$ cat src/rtl/lc_pkg.sv
`timescale 1ns/1ps
// Shared constants, the function-state type and a bus-code decoder for the logic cell.
package lc_pkg;
    localparam int unsigned NBR_CNT  = 4;
    localparam int unsigned BUS_CNT  = 4;
    localparam int unsigned SRC_W    = 3;
    localparam int unsigned PAIR_CNT = BUS_CNT / 2;

    typedef enum logic [1:0] {
        ST_PASS  = 2'd0,
        ST_SWAP  = 2'd1,
        ST_XNAND = 2'd2,
        ST_REGXA = 2'd3
    } cell_state_e;

    // Maps code 1..BUS_CNT to a one-hot bus mask; any other code gives zero.
    function automatic logic [BUS_CNT-1:0] bus_onehot(input logic [SRC_W-1:0] code);
        logic [BUS_CNT-1:0] m;
        for (int i = 0; i < int'(BUS_CNT); i++) begin
            m[i] = (code == SRC_W'(i + 1));
        end
        return m;
    endfunction
endpackage

$ cat src/rtl/lc_input_sel.sv
`timescale 1ns/1ps
// Operand selection: picks the A and B operands from the neighbours or constant 1,
// and picks the local-bus read value. Assumes codes at or above NBR_CNT mean
// constant 1, and a read code outside 1..BUS_CNT means "no read" (value 1).
module lc_input_sel
    import lc_pkg::*;
(
    input  logic [NBR_CNT-1:0] a_nbr,
    input  logic [NBR_CNT-1:0] b_nbr,
    input  logic [SRC_W-1:0]   a_src,
    input  logic [SRC_W-1:0]   b_src,
    input  logic [SRC_W-1:0]   rd_src,
    input  logic [BUS_CNT-1:0] bus_val,
    output logic               a_pick,
    output logic               b_pick,
    output logic               rd_pick,
    output logic [BUS_CNT-1:0] rd_hot
);
    // Neighbour multiplexers with a constant-1 fallback.
    always_comb begin
        a_pick = 1'b1;
        b_pick = 1'b1;
        for (int i = 0; i < int'(NBR_CNT); i++) begin
            if (a_src == SRC_W'(i)) a_pick = a_nbr[i];
            if (b_src == SRC_W'(i)) b_pick = b_nbr[i];
        end
    end

    // Local-bus read multiplexer; no selected bus reads as 1.
    always_comb begin
        rd_hot  = bus_onehot(rd_src);
        rd_pick = (rd_hot == '0) ? 1'b1 : |(rd_hot & bus_val);
    end
endmodule

$ cat src/rtl/lc_fn_core.sv
`timescale 1ns/1ps
// Function core: the two upstream AND gates, the XOR register and the tandem
// output multiplexers. The register loads the XOR on every rising edge and is
// cleared asynchronously by the active-low column reset.
module lc_fn_core
    import lc_pkg::*;
(
    input  logic        clk,
    input  logic        rst_n,
    input  logic        a_pick,
    input  logic        b_pick,
    input  logic        rd_pick,
    input  logic        b_gate,
    input  cell_state_e state,
    output logic        a_out,
    output logic        b_out
);
    logic left_and;
    logic right_and;
    logic xor_q;

    // Upstream AND gates.
    always_comb begin
        left_and  = a_pick & rd_pick;
        right_and = b_pick & b_gate;
    end

    // XOR register with asynchronous clear.
    always_ff @(posedge clk or negedge rst_n) begin
        if (!rst_n) xor_q <= 1'b0;
        else        xor_q <= left_and ^ right_and;
    end

    // Output multiplexers switched together by the state code.
    always_comb begin
        unique case (state)
            ST_PASS:  begin a_out = left_and;             b_out = right_and;               end
            ST_SWAP:  begin a_out = right_and;            b_out = left_and;                end
            ST_XNAND: begin a_out = left_and ^ right_and; b_out = ~(left_and & right_and); end
            default:  begin a_out = xor_q;                b_out = left_and & right_and;    end
        endcase
    end

    // the register holds the XOR seen at the previous edge.
    p_reg_capture_r7: assert property (@(posedge clk) disable iff (!rst_n)
        $past(rst_n) |-> xor_q == $past(left_and ^ right_and));

    // in XOR/NAND state a high XOR implies a high NAND.
    p_xnand_pair_r6: assert property (@(posedge clk) disable iff (!rst_n)
        (state == ST_XNAND) |-> (b_out || !a_out));

    // during reset the register reads zero at every edge.
    always @(posedge clk) begin
        if (!rst_n) p_reset_clear_r8: assert (xor_q == 1'b0);
    end
endmodule

$ cat src/rtl/lc_bus_ctrl.sv
`timescale 1ns/1ps
// Local-bus control: write drive (static or gated by the B operand), turns
// between a vertical and a horizontal bus, and the one-operation-per-bus rule.
// Assumes bus 2p is vertical and bus 2p+1 horizontal in pair p.
module lc_bus_ctrl
    import lc_pkg::*;
(
    input  logic                clk,
    input  logic                rst_n,
    input  logic [BUS_CNT-1:0]  rd_hot,
    input  logic [SRC_W-1:0]    wr_dst,
    input  logic                wr_dyn,
    input  logic                b_pick,
    input  logic                a_out,
    input  logic [PAIR_CNT-1:0] turn_en,
    input  logic [PAIR_CNT-1:0] turn_dir,
    input  logic [BUS_CNT-1:0]  bus_val,
    output logic [BUS_CNT-1:0]  drv_val,
    output logic [BUS_CNT-1:0]  drv_en,
    output logic                illegal
);
    logic [BUS_CNT-1:0] wr_hot;
    logic [BUS_CNT-1:0] turn_use;
    logic [BUS_CNT-1:0] turn_drv;
    logic [BUS_CNT-1:0] turn_val;
    logic [BUS_CNT-1:0] clash;
    logic               wr_on;

    // Write target decode and dynamic gate.
    always_comb begin
        wr_hot = bus_onehot(wr_dst);
        wr_on  = wr_dyn ? b_pick : 1'b1;
    end

    // Turn connections, one per vertical/horizontal pair.
    for (genvar p = 0; p < int'(PAIR_CNT); p++) begin : g_pair
        always_comb begin
            turn_use[2*p]   = turn_en[p];
            turn_use[2*p+1] = turn_en[p];
            turn_drv[2*p]   = turn_en[p] &  turn_dir[p];
            turn_drv[2*p+1] = turn_en[p] & ~turn_dir[p];
            turn_val[2*p]   = bus_val[2*p+1];
            turn_val[2*p+1] = bus_val[2*p];
        end

        // a turn never drives both buses of its pair.
        p_turn_one_way_r10: assert property (@(posedge clk) disable iff (!rst_n)
            turn_en[p] |-> !(drv_en[2*p] && drv_en[2*p+1]));
    end

    // Per-bus usage check and drive resolution.
    for (genvar i = 0; i < int'(BUS_CNT); i++) begin : g_bus
        always_comb begin
            clash[i]   = (rd_hot[i] & wr_hot[i]) | (rd_hot[i] & turn_use[i]) | (wr_hot[i] & turn_use[i]);
            drv_en[i]  = ~clash[i] & ((wr_hot[i] & wr_on) | turn_drv[i]);
            drv_val[i] = drv_en[i] & (wr_hot[i] ? a_out : turn_val[i]);
        end
    end

    // Flag any rule break.
    always_comb illegal = |clash;

    // a gated write with B low and no turn drives no bus.
    p_dyn_gate_r9: assert property (@(posedge clk) disable iff (!rst_n)
        (wr_dyn && !b_pick && turn_en == '0) |-> (drv_en == '0));

    // a read/write collision is flagged and that bus stays undriven.
    p_clash_quiet_r11: assert property (@(posedge clk) disable iff (!rst_n)
        ((rd_hot & wr_hot) != '0) |-> (illegal && ((rd_hot & wr_hot & drv_en) == '0)));
endmodule

$ cat src/rtl/logic_cell4.sv
`timescale 1ns/1ps
// Top of the four-state programmable logic cell. Wires operand selection, the
// function core and the local-bus control. Configuration inputs are assumed
// static for as long as a function is in use; clk and rst_n come from the column.
module logic_cell4
    import lc_pkg::*;
(
    input  logic                clk,
    input  logic                rst_n,
    input  logic [NBR_CNT-1:0]  nbr_a,
    input  logic [NBR_CNT-1:0]  nbr_b,
    input  logic [SRC_W-1:0]    cfg_a_src,
    input  logic [SRC_W-1:0]    cfg_b_src,
    input  logic                cfg_b_gate,
    input  logic [SRC_W-1:0]    cfg_rd_src,
    input  logic [1:0]          cfg_state,
    input  logic [SRC_W-1:0]    cfg_wr_dst,
    input  logic                cfg_wr_dyn,
    input  logic [PAIR_CNT-1:0] cfg_turn_en,
    input  logic [PAIR_CNT-1:0] cfg_turn_dir,
    input  logic [BUS_CNT-1:0]  bus_val,
    output logic                a_out,
    output logic                b_out,
    output logic [BUS_CNT-1:0]  bus_drv_val,
    output logic [BUS_CNT-1:0]  bus_drv_en,
    output logic                cfg_illegal
);
    logic               a_pick;
    logic               b_pick;
    logic               rd_pick;
    logic [BUS_CNT-1:0] rd_hot;
    cell_state_e        state;

    // State code cast to the enumerated type.
    always_comb state = cell_state_e'(cfg_state);

    lc_input_sel u_sel (
        .a_nbr   (nbr_a),
        .b_nbr   (nbr_b),
        .a_src   (cfg_a_src),
        .b_src   (cfg_b_src),
        .rd_src  (cfg_rd_src),
        .bus_val (bus_val),
        .a_pick  (a_pick),
        .b_pick  (b_pick),
        .rd_pick (rd_pick),
        .rd_hot  (rd_hot)
    );

    lc_fn_core u_core (
        .clk     (clk),
        .rst_n   (rst_n),
        .a_pick  (a_pick),
        .b_pick  (b_pick),
        .rd_pick (rd_pick),
        .b_gate  (cfg_b_gate),
        .state   (state),
        .a_out   (a_out),
        .b_out   (b_out)
    );

    lc_bus_ctrl u_bus (
        .clk      (clk),
        .rst_n    (rst_n),
        .rd_hot   (rd_hot),
        .wr_dst   (cfg_wr_dst),
        .wr_dyn   (cfg_wr_dyn),
        .b_pick   (b_pick),
        .a_out    (a_out),
        .turn_en  (cfg_turn_en),
        .turn_dir (cfg_turn_dir),
        .bus_val  (bus_val),
        .drv_val  (bus_drv_val),
        .drv_en   (bus_drv_en),
        .illegal  (cfg_illegal)
    );
endmodule

$ cat config.mk
export PLATFORM = sky130hd
export DESIGN_NAME = logic_cell4
export DESIGN_NICKNAME = d
export VERILOG_FILES = /design/src/rtl/lc_pkg.sv /design/src/rtl/lc_input_sel.sv /design/src/rtl/lc_fn_core.sv /design/src/rtl/lc_bus_ctrl.sv /design/src/rtl/logic_cell4.sv
export SDC_FILE = /design/constraint.sdc
export NUM_CORES = 1
export LEC_CHECK = 0
export CORE_ASPECT_RATIO = 0.9
export CORE_MARGIN = 2
export CORE_UTILIZATION = 32
export DETAILED_ROUTE_END_ITERATION = 16
export GPL_ROUTABILITY_DRIVEN = 0
export PLACE_DENSITY = 0.85
export SYNTH_ARGS = -nofsm -noshare
export SYNTH_HDL_FRONTEND = slang
export SYNTH_SLANG_ARGS = --single-unit
$ cat constraint.sdc
create_clock -name clk -period 2.9 [get_ports clk]
set_input_delay 0.435 -clock clk [delete_from_list [all_inputs] [get_ports clk]]
set_output_delay 0.435 -clock clk [all_outputs]
set_load 0.02 [all_outputs]
==> results of run 1 <==
## critical path, delay by kind of cell
| family | cells | cell delay (ns) |
|---|---|---|
| AO/OA/AOI/OAI | 5 | 0.65 |
| adder cells (fa/ha/maj) | 1 | 0.21 |
| buffers and inverters | 3 | 0.80 |
| AND/OR/NAND/NOR | 1 | 0.35 |
## stage by stage
stage,utilization [%],hold slack (ns),instances,worst slack (ns)
after global routing,78.2,0.597,167,-0.0259
final,78.2,0.584,167,0.0308
after global placement,70.7,0.588,163,-0.711
after CTS,75.2,0.586,166,0.00516
after floorplan,-,0.139,76,0.0217
after detailed placement,70.7,0.586,163,-0.777
## cell families after synthesis
group           Yosys count
simple gates             35
buf+inv                   5
compound gates           30
mux                       4
fa+ha+maj                 1
flops                     1
## worst paths after layout
check / start / end / slack (ns)
worst max-delay path: bus_val[3] / bus_drv_val[2] / 0.03
worst min-delay path: rst_n / u_core.xor_q / 0.58
min in group clk: nbr_b[3] / u_core.xor_q / 1.12
max in group asynchronous: rst_n / u_core.xor_q / 2.22
## synth_stat cells (2+ instances only)
cell | count | area [µm²]
nor2_1 | 7 | 26.3
mux2_2 | 2 | 22.5
mux2i_1 | 2 | 20.0
and2_1 | 2 | 12.5
a22oi_1 | 3 | 22.5
nand2_1 | 8 | 30.0
a211oi_1 | 3 | 22.5
and2b_1 | 2 | 15.0
nor2b_1 | 3 | 18.8
o22ai_1 | 2 | 12.5
a31oi_1 | 2 | 12.5
a211oi_2 | 2 | 25.0
a21oi_1 | 4 | 20.0
nand3b_1 | 2 | 15.0
nand3_1 | 2 | 10.0
o21ai_0 | 3 | 15.0
inv_1 | 5 | 18.8
## placed cells by master, fill, tap and decap left out, types with 3 or more instances in the layout
master and instances:
inv_1 3, a21oi_1 3, nand2_1 8, o21ai_0 3
dlymetal6s2s_1 7, buf_4 25, clkbuf_2 3, dlygate4sd2_1 10
buf_2 3, nor2_1 6, clkdlybuf4s50_1 17, a211oi_2 3
## layer usage
layer  vias to the layer above  GRT usage (%)  wire length, µm
li1                        432              -                -
met1                       447           26.6             1010
met2                        43           44.1             1350
met3                        12           2.98              178
met4                         0           7.22              106
met5                         -              0                0
## area by class of cell
type	count	area, µm²
Inverter	5	21.3
Tap cell	24	30.0
Sequential cell	1	25.0
Multi-Input combinational cell	70	613
Timing Repair Buffer	67	584
Fill cell	106	355
## power by group
| part | switching, µW | internal, µW | leakage, µW |
|---|---|---|---|
| clock | 0 | 0 | 0 |
| combinational | 99.5 | 114 | 0.000604 |
| sequential | 0.541 | 16.9 | 0.0000116 |
## what timing repair did
action                                 in CTS  in global routing
gates cloned                                0                  0
endpoints found under the hold margin       0                  0
hold buffers                                0                  0
setup endpoints to repair                  10                  7
gates resized for setup                    54                 25
buffers inserted                            3                  1
pin swaps                                  10                 12
==> results.sh, run 1 <==
export IMPL_grt_antenna_before_repair=0
export IMPL_setup_viol=0
export IMPL_largestRegisters="u_core.xor_q (1)"
export IMPL_placed_area_mm2=0.00115
export IMPL_powerDensity_mw_per_mm2=181
export IMPL_synthAdderAreaFrac_pct=2.33
export IMPL_vdd_ir_drop_worst_mv=0.109
export IMPL_avgViaCountPerCell=5.59
export IMPL_synth_net_count=111
export IMPL_ios=45
export IMPL_fin_crit_ns=2.87
export IMPL_synth_cells=76
export IMPL_syn_area_um2=538
export IMPL_end_kind="primary output"
export IMPL_top_register="u_core.xor_q"
export IMPL_drt_iter0_markers=15
export IMPL_hold_viol_final=0
export IMPL_total_power_uw=231
export IMPL_cap_violations=0
export IMPL_drive_gt1_share_pct=37.8
export IMPL_synth_top_family_by_area="compound AO/OA/AOI/OAI gates"
export IMPL_largest_reg_flops=1
export IMPL_grt_ovfl_total=0
export IMPL_crit_arrival_ns=2.43
export IMPL_wirelength_um=2640
export IMPL_status="complete, no violations"
export IMPL_insertedDiodeCount=0
export IMPL_synth_xor_area_share_pct=0
export IMPL_route_detailed_drc=0
export IMPL_die_w_um=47.2
export IMPL_core_mm2=0.00163
export IMPL_fin_setup_tns_ns=0
export IMPL_final_net_count=180
export IMPL_dp_hpwl_um=1700
export IMPL_required_ns=2.47
export IMPL_synth_flop_cell="dfrtp_1"
export IMPL_synthMuxAreaShare_pct=7.91
export IMPL_slew_violations=0
export IMPL_crit_path_top_delay_cell="clkdlybuf4s50_1"
export IMPL_ys_seq_area_share_pct=4.65
export IMPL_clk_pin_slew_ns=0
export IMPL_grt_pass1_vias=867
export IMPL_max_clock_freq_ghz=0.349
export IMPL_fp_dieH_um=42.9
export IMPL_grt_usage_pct=23.8
export IMPL_die_area_mm2=0.00203
export IMPL_slowest_delay_ns=0.56
export IMPL_synth_seq_cells=1
export IMPL_postRouteAntennaNets=0
export IMPL_relSlewSlack_pct=70.0
export IMPL_firstDrtPassIters=4
export IMPL_wl_per_cell_um=15.8
export IMPL_via_count=934
export IMPL_worstSetupPathType="input pin to primary output"
export IMPL_worst_pin_slew_ns=0.445
export IMPL_synthSimpleGateAreaFrac_pct=36.5
export IMPL_ys_warn_count=0
export IMPL_syn2layout_area_growth_pct=137
export IMPL_std_cell_rows=14
export IMPL_start_util_pct=33.0
export IMPL_grt_max_degree=6
export IMPL_start_kind="input pin"
export IMPL_synth_compound_area_share_pct=45.1
export IMPL_cp_max_fo=5
export IMPL_port_buffers=44
export IMPL_grt_pass1_wl_um=3660
export IMPL_avgSynthCellArea_um2=7.08
export IMPL_synth_edf_count=0
export IMPL_worstPathCellList="clkdlybuf4s50_1 -> o2bb2ai_4 -> or3_4 -> inv_4 -> ha_4 -> a21oi_4 -> o41ai_4 -> a22oi_2 -> a211oi_2 -> buf_4"
export IMPL_synth_distinct_cells=39
export IMPL_p_leak_uw=0.000616
export IMPL_stdcell_area_mm2=0.00127
export IMPL_holdCritPathClass="input pin to asynchronous set/reset pin"
export IMPL_fin_crit_sh_pct=98.9
export IMPL_async_flop_share_pct=100
Power figures use the tool's default switching activity.
==> run 2, diff against run 1 <==
Settings changed: CORE_ASPECT_RATIO 0.9 to not set.
==> run 2 against run 1 <==
Global-route usage is 4.9 points higher. Utilization grew 4.2 points. Combinational power barely moved. Via count rose by 0.21%. Flip-flop and latch count unchanged. Hold slack gained 0.0055 ns. Design area fell by 0.29%. Critical endpoint unchanged. Highest routed layer unchanged.
==> results.sh, run 2 (synthesized netlist as in run 1, its figures left out) <==
export IMPL_layout_common_cells="26 x buf_4, 15 x clkdlybuf4s50_1, 9 x dlymetal6s2s_1, 8 x nand2_1, 8 x dlygate4sd2_1"
export IMPL_grt_ovfl_total=0
export IMPL_firstDrtPassIters=4
export IMPL_grt_usage_pct=28.7
export IMPL_setup_viol=0
export IMPL_start_util_pct=34.9
export IMPL_wl_met2_um=1680
export IMPL_p_leak_uw=0.000622
export IMPL_hold_slack_ns=0.589
export IMPL_crit_end="bus_drv_val[2]"
export IMPL_dp_hpwl_um=1980
export IMPL_wl_met3_um=140
export IMPL_via_count=936
export IMPL_wirelength_um=2970
export IMPL_layout_commonest_cell="buf_4"
export IMPL_total_power_uw=232
export IMPL_largest_reg_flops=1
export IMPL_final_net_count=178
export IMPL_relSlewSlack_pct=67.4
export IMPL_path_buf_inv=3
export IMPL_hold_viol_final=0
export IMPL_postRouteAntennaNets=0
export IMPL_ctsHoldBuffers=0
export IMPL_crit_arrival_ns=2.43
export IMPL_required_ns=2.47
export IMPL_fillerInstances=105
export IMPL_die_w_um=45.0
export IMPL_slowest_delay_ns=0.54
export IMPL_fin_crit_ns=2.86
export IMPL_crit_path_start="bus_val[3]"
export IMPL_crit_family="buffers and inverters"
export IMPL_status="complete, no violations"
export IMPL_worst_pin_slew_ns=0.487
export IMPL_crit_path_top_delay_cell="clkdlybuf4s50_1"
export IMPL_cap_violations=0
export IMPL_top_register="u_core.xor_q"
export IMPL_grt_max_degree=6
export IMPL_port_buffers=44
export IMPL_vdd_ir_drop_worst_mv=0.128
export IMPL_route_detailed_drc=0
export IMPL_holdCritPathClass="input pin to asynchronous set/reset pin"
export IMPL_final_cells=157
export IMPL_insertedDiodeCount=0
export IMPL_dp_cells=156
export IMPL_max_clock_freq_ghz=0.349
export IMPL_clk_pin_slew_ns=0
export IMPL_die_area_mm2=0.00203
export IMPL_powerDensity_mw_per_mm2=183
export IMPL_wl_met1_um=1040
export IMPL_core_mm2=0.00154
export IMPL_worstSetupPathType="input pin to primary output"
export IMPL_std_cell_rows=14
export IMPL_drt_iter0_markers=27
export IMPL_start_kind="input pin"
export IMPL_grt_pass1_wl_um=4220
export IMPL_dr_max_layer_used="met4"
export IMPL_end_kind="primary output"
export IMPL_avgViaCountPerCell=5.96
export IMPL_wl_per_cell_um=18.9
export IMPL_dpl_worst_slack_ns=-0.818
export IMPL_grt_antenna_before_repair=0
export IMPL_worstPathCellList="clkdlybuf4s50_1 -> o2bb2ai_4 -> or3_4 -> inv_4 -> ha_4 -> a21oi_4 -> o41ai_4 -> a22oi_2 -> a211oi_2 -> buf_4"
export IMPL_ios=45
export IMPL_fin_crit_sh_pct=98.8
export IMPL_fp_dieH_um=45.0
export IMPL_largestRegisters="u_core.xor_q (1)"
export IMPL_slew_violations=0
export IMPL_drive_gt1_share_pct=41.1
export IMPL_worstSetupPathDepth=10
export IMPL_grt_pass1_vias=920
export IMPL_fin_ws_ns=0.0360
export IMPL_cp_max_fo=5
export IMPL_syn2layout_area_growth_pct=136
run 2: changes by cell type in the layout (fill, tap and decap cells not counted), sizes merged:
| cell | previous run | this run |
|---|---|---|
| clkdlybuf4s50 | 17 | 15 |
| dlygate4sd2 | 10 | 8 |
| clkbuf | 3 | 4 |
| dlymetal6s2s | 7 | 9 |
| clkdlybuf4s15 | 2 | 1 |
run 2: worst min-delay path by stage:
| stage | start | end | depth (start not counted) | slack (ns) |
|---|---|---|---|---|
| 2_1_floorplan | rst_n | u_core.xor_q | 0 | 0.14 |
| 3_3_place_gp | rst_n | u_core.xor_q | 1 | 0.59 |
| 3_5_place_dp | rst_n | u_core.xor_q | 1 | 0.59 |
| 4_1_cts | rst_n | u_core.xor_q | 1 | 0.59 |
| 5_1_grt | rst_n | u_core.xor_q | 1 | 0.60 |
| 6_report | rst_n | u_core.xor_q | 1 | 0.59 |
run 2: final cells by class:
cell class | instances | area (µm²) | area share, %
Timing Repair Buffer | 65 | 568 | 44.7
Tap cell | 16 | 20.0 | 1.58
Multi-Input combinational cell | 70 | 636 | 50.0
Sequential cell | 1 | 25.0 | 1.97
Inverter | 5 | 21.3 | 1.67
run 2: what timing repair did:
item	4_1_cts	5_1_grt
setup endpoints to repair	10	5
pin swaps	10	14
resized for setup	58	37
setup buffers	1	0
gates cloned	0	0
run 2: where the power goes:
part	leakage (µW)	internal, µW	switching (µW)
Clock	0	0	0
Combinational	0.000611	112	103
Sequential	0.0000116	16.9	0.553
Total	0.000622	129	103
run 2: through the flow:
stage | TNS [ns] | util, % | cell area [µm²]
after detailed placement | -4.68 | 74.5 | 1150
final | 0 | 82.4 | 1270
after floorplan | 0 | - | 538
after global routing | -0.00922 | 82.4 | 1270
after CTS | -0.0160 | 78.9 | 1220
after global placement | -3.97 | 74.5 | 1150
run 2: layer usage:
metal / global-route usage [%] / vias up
met3: 2.80 / 10
met5: 0 / -
met2: 58.0 / 40
met1: 29.6 / 452
li1: - / 434
met4: 10.0 / 0
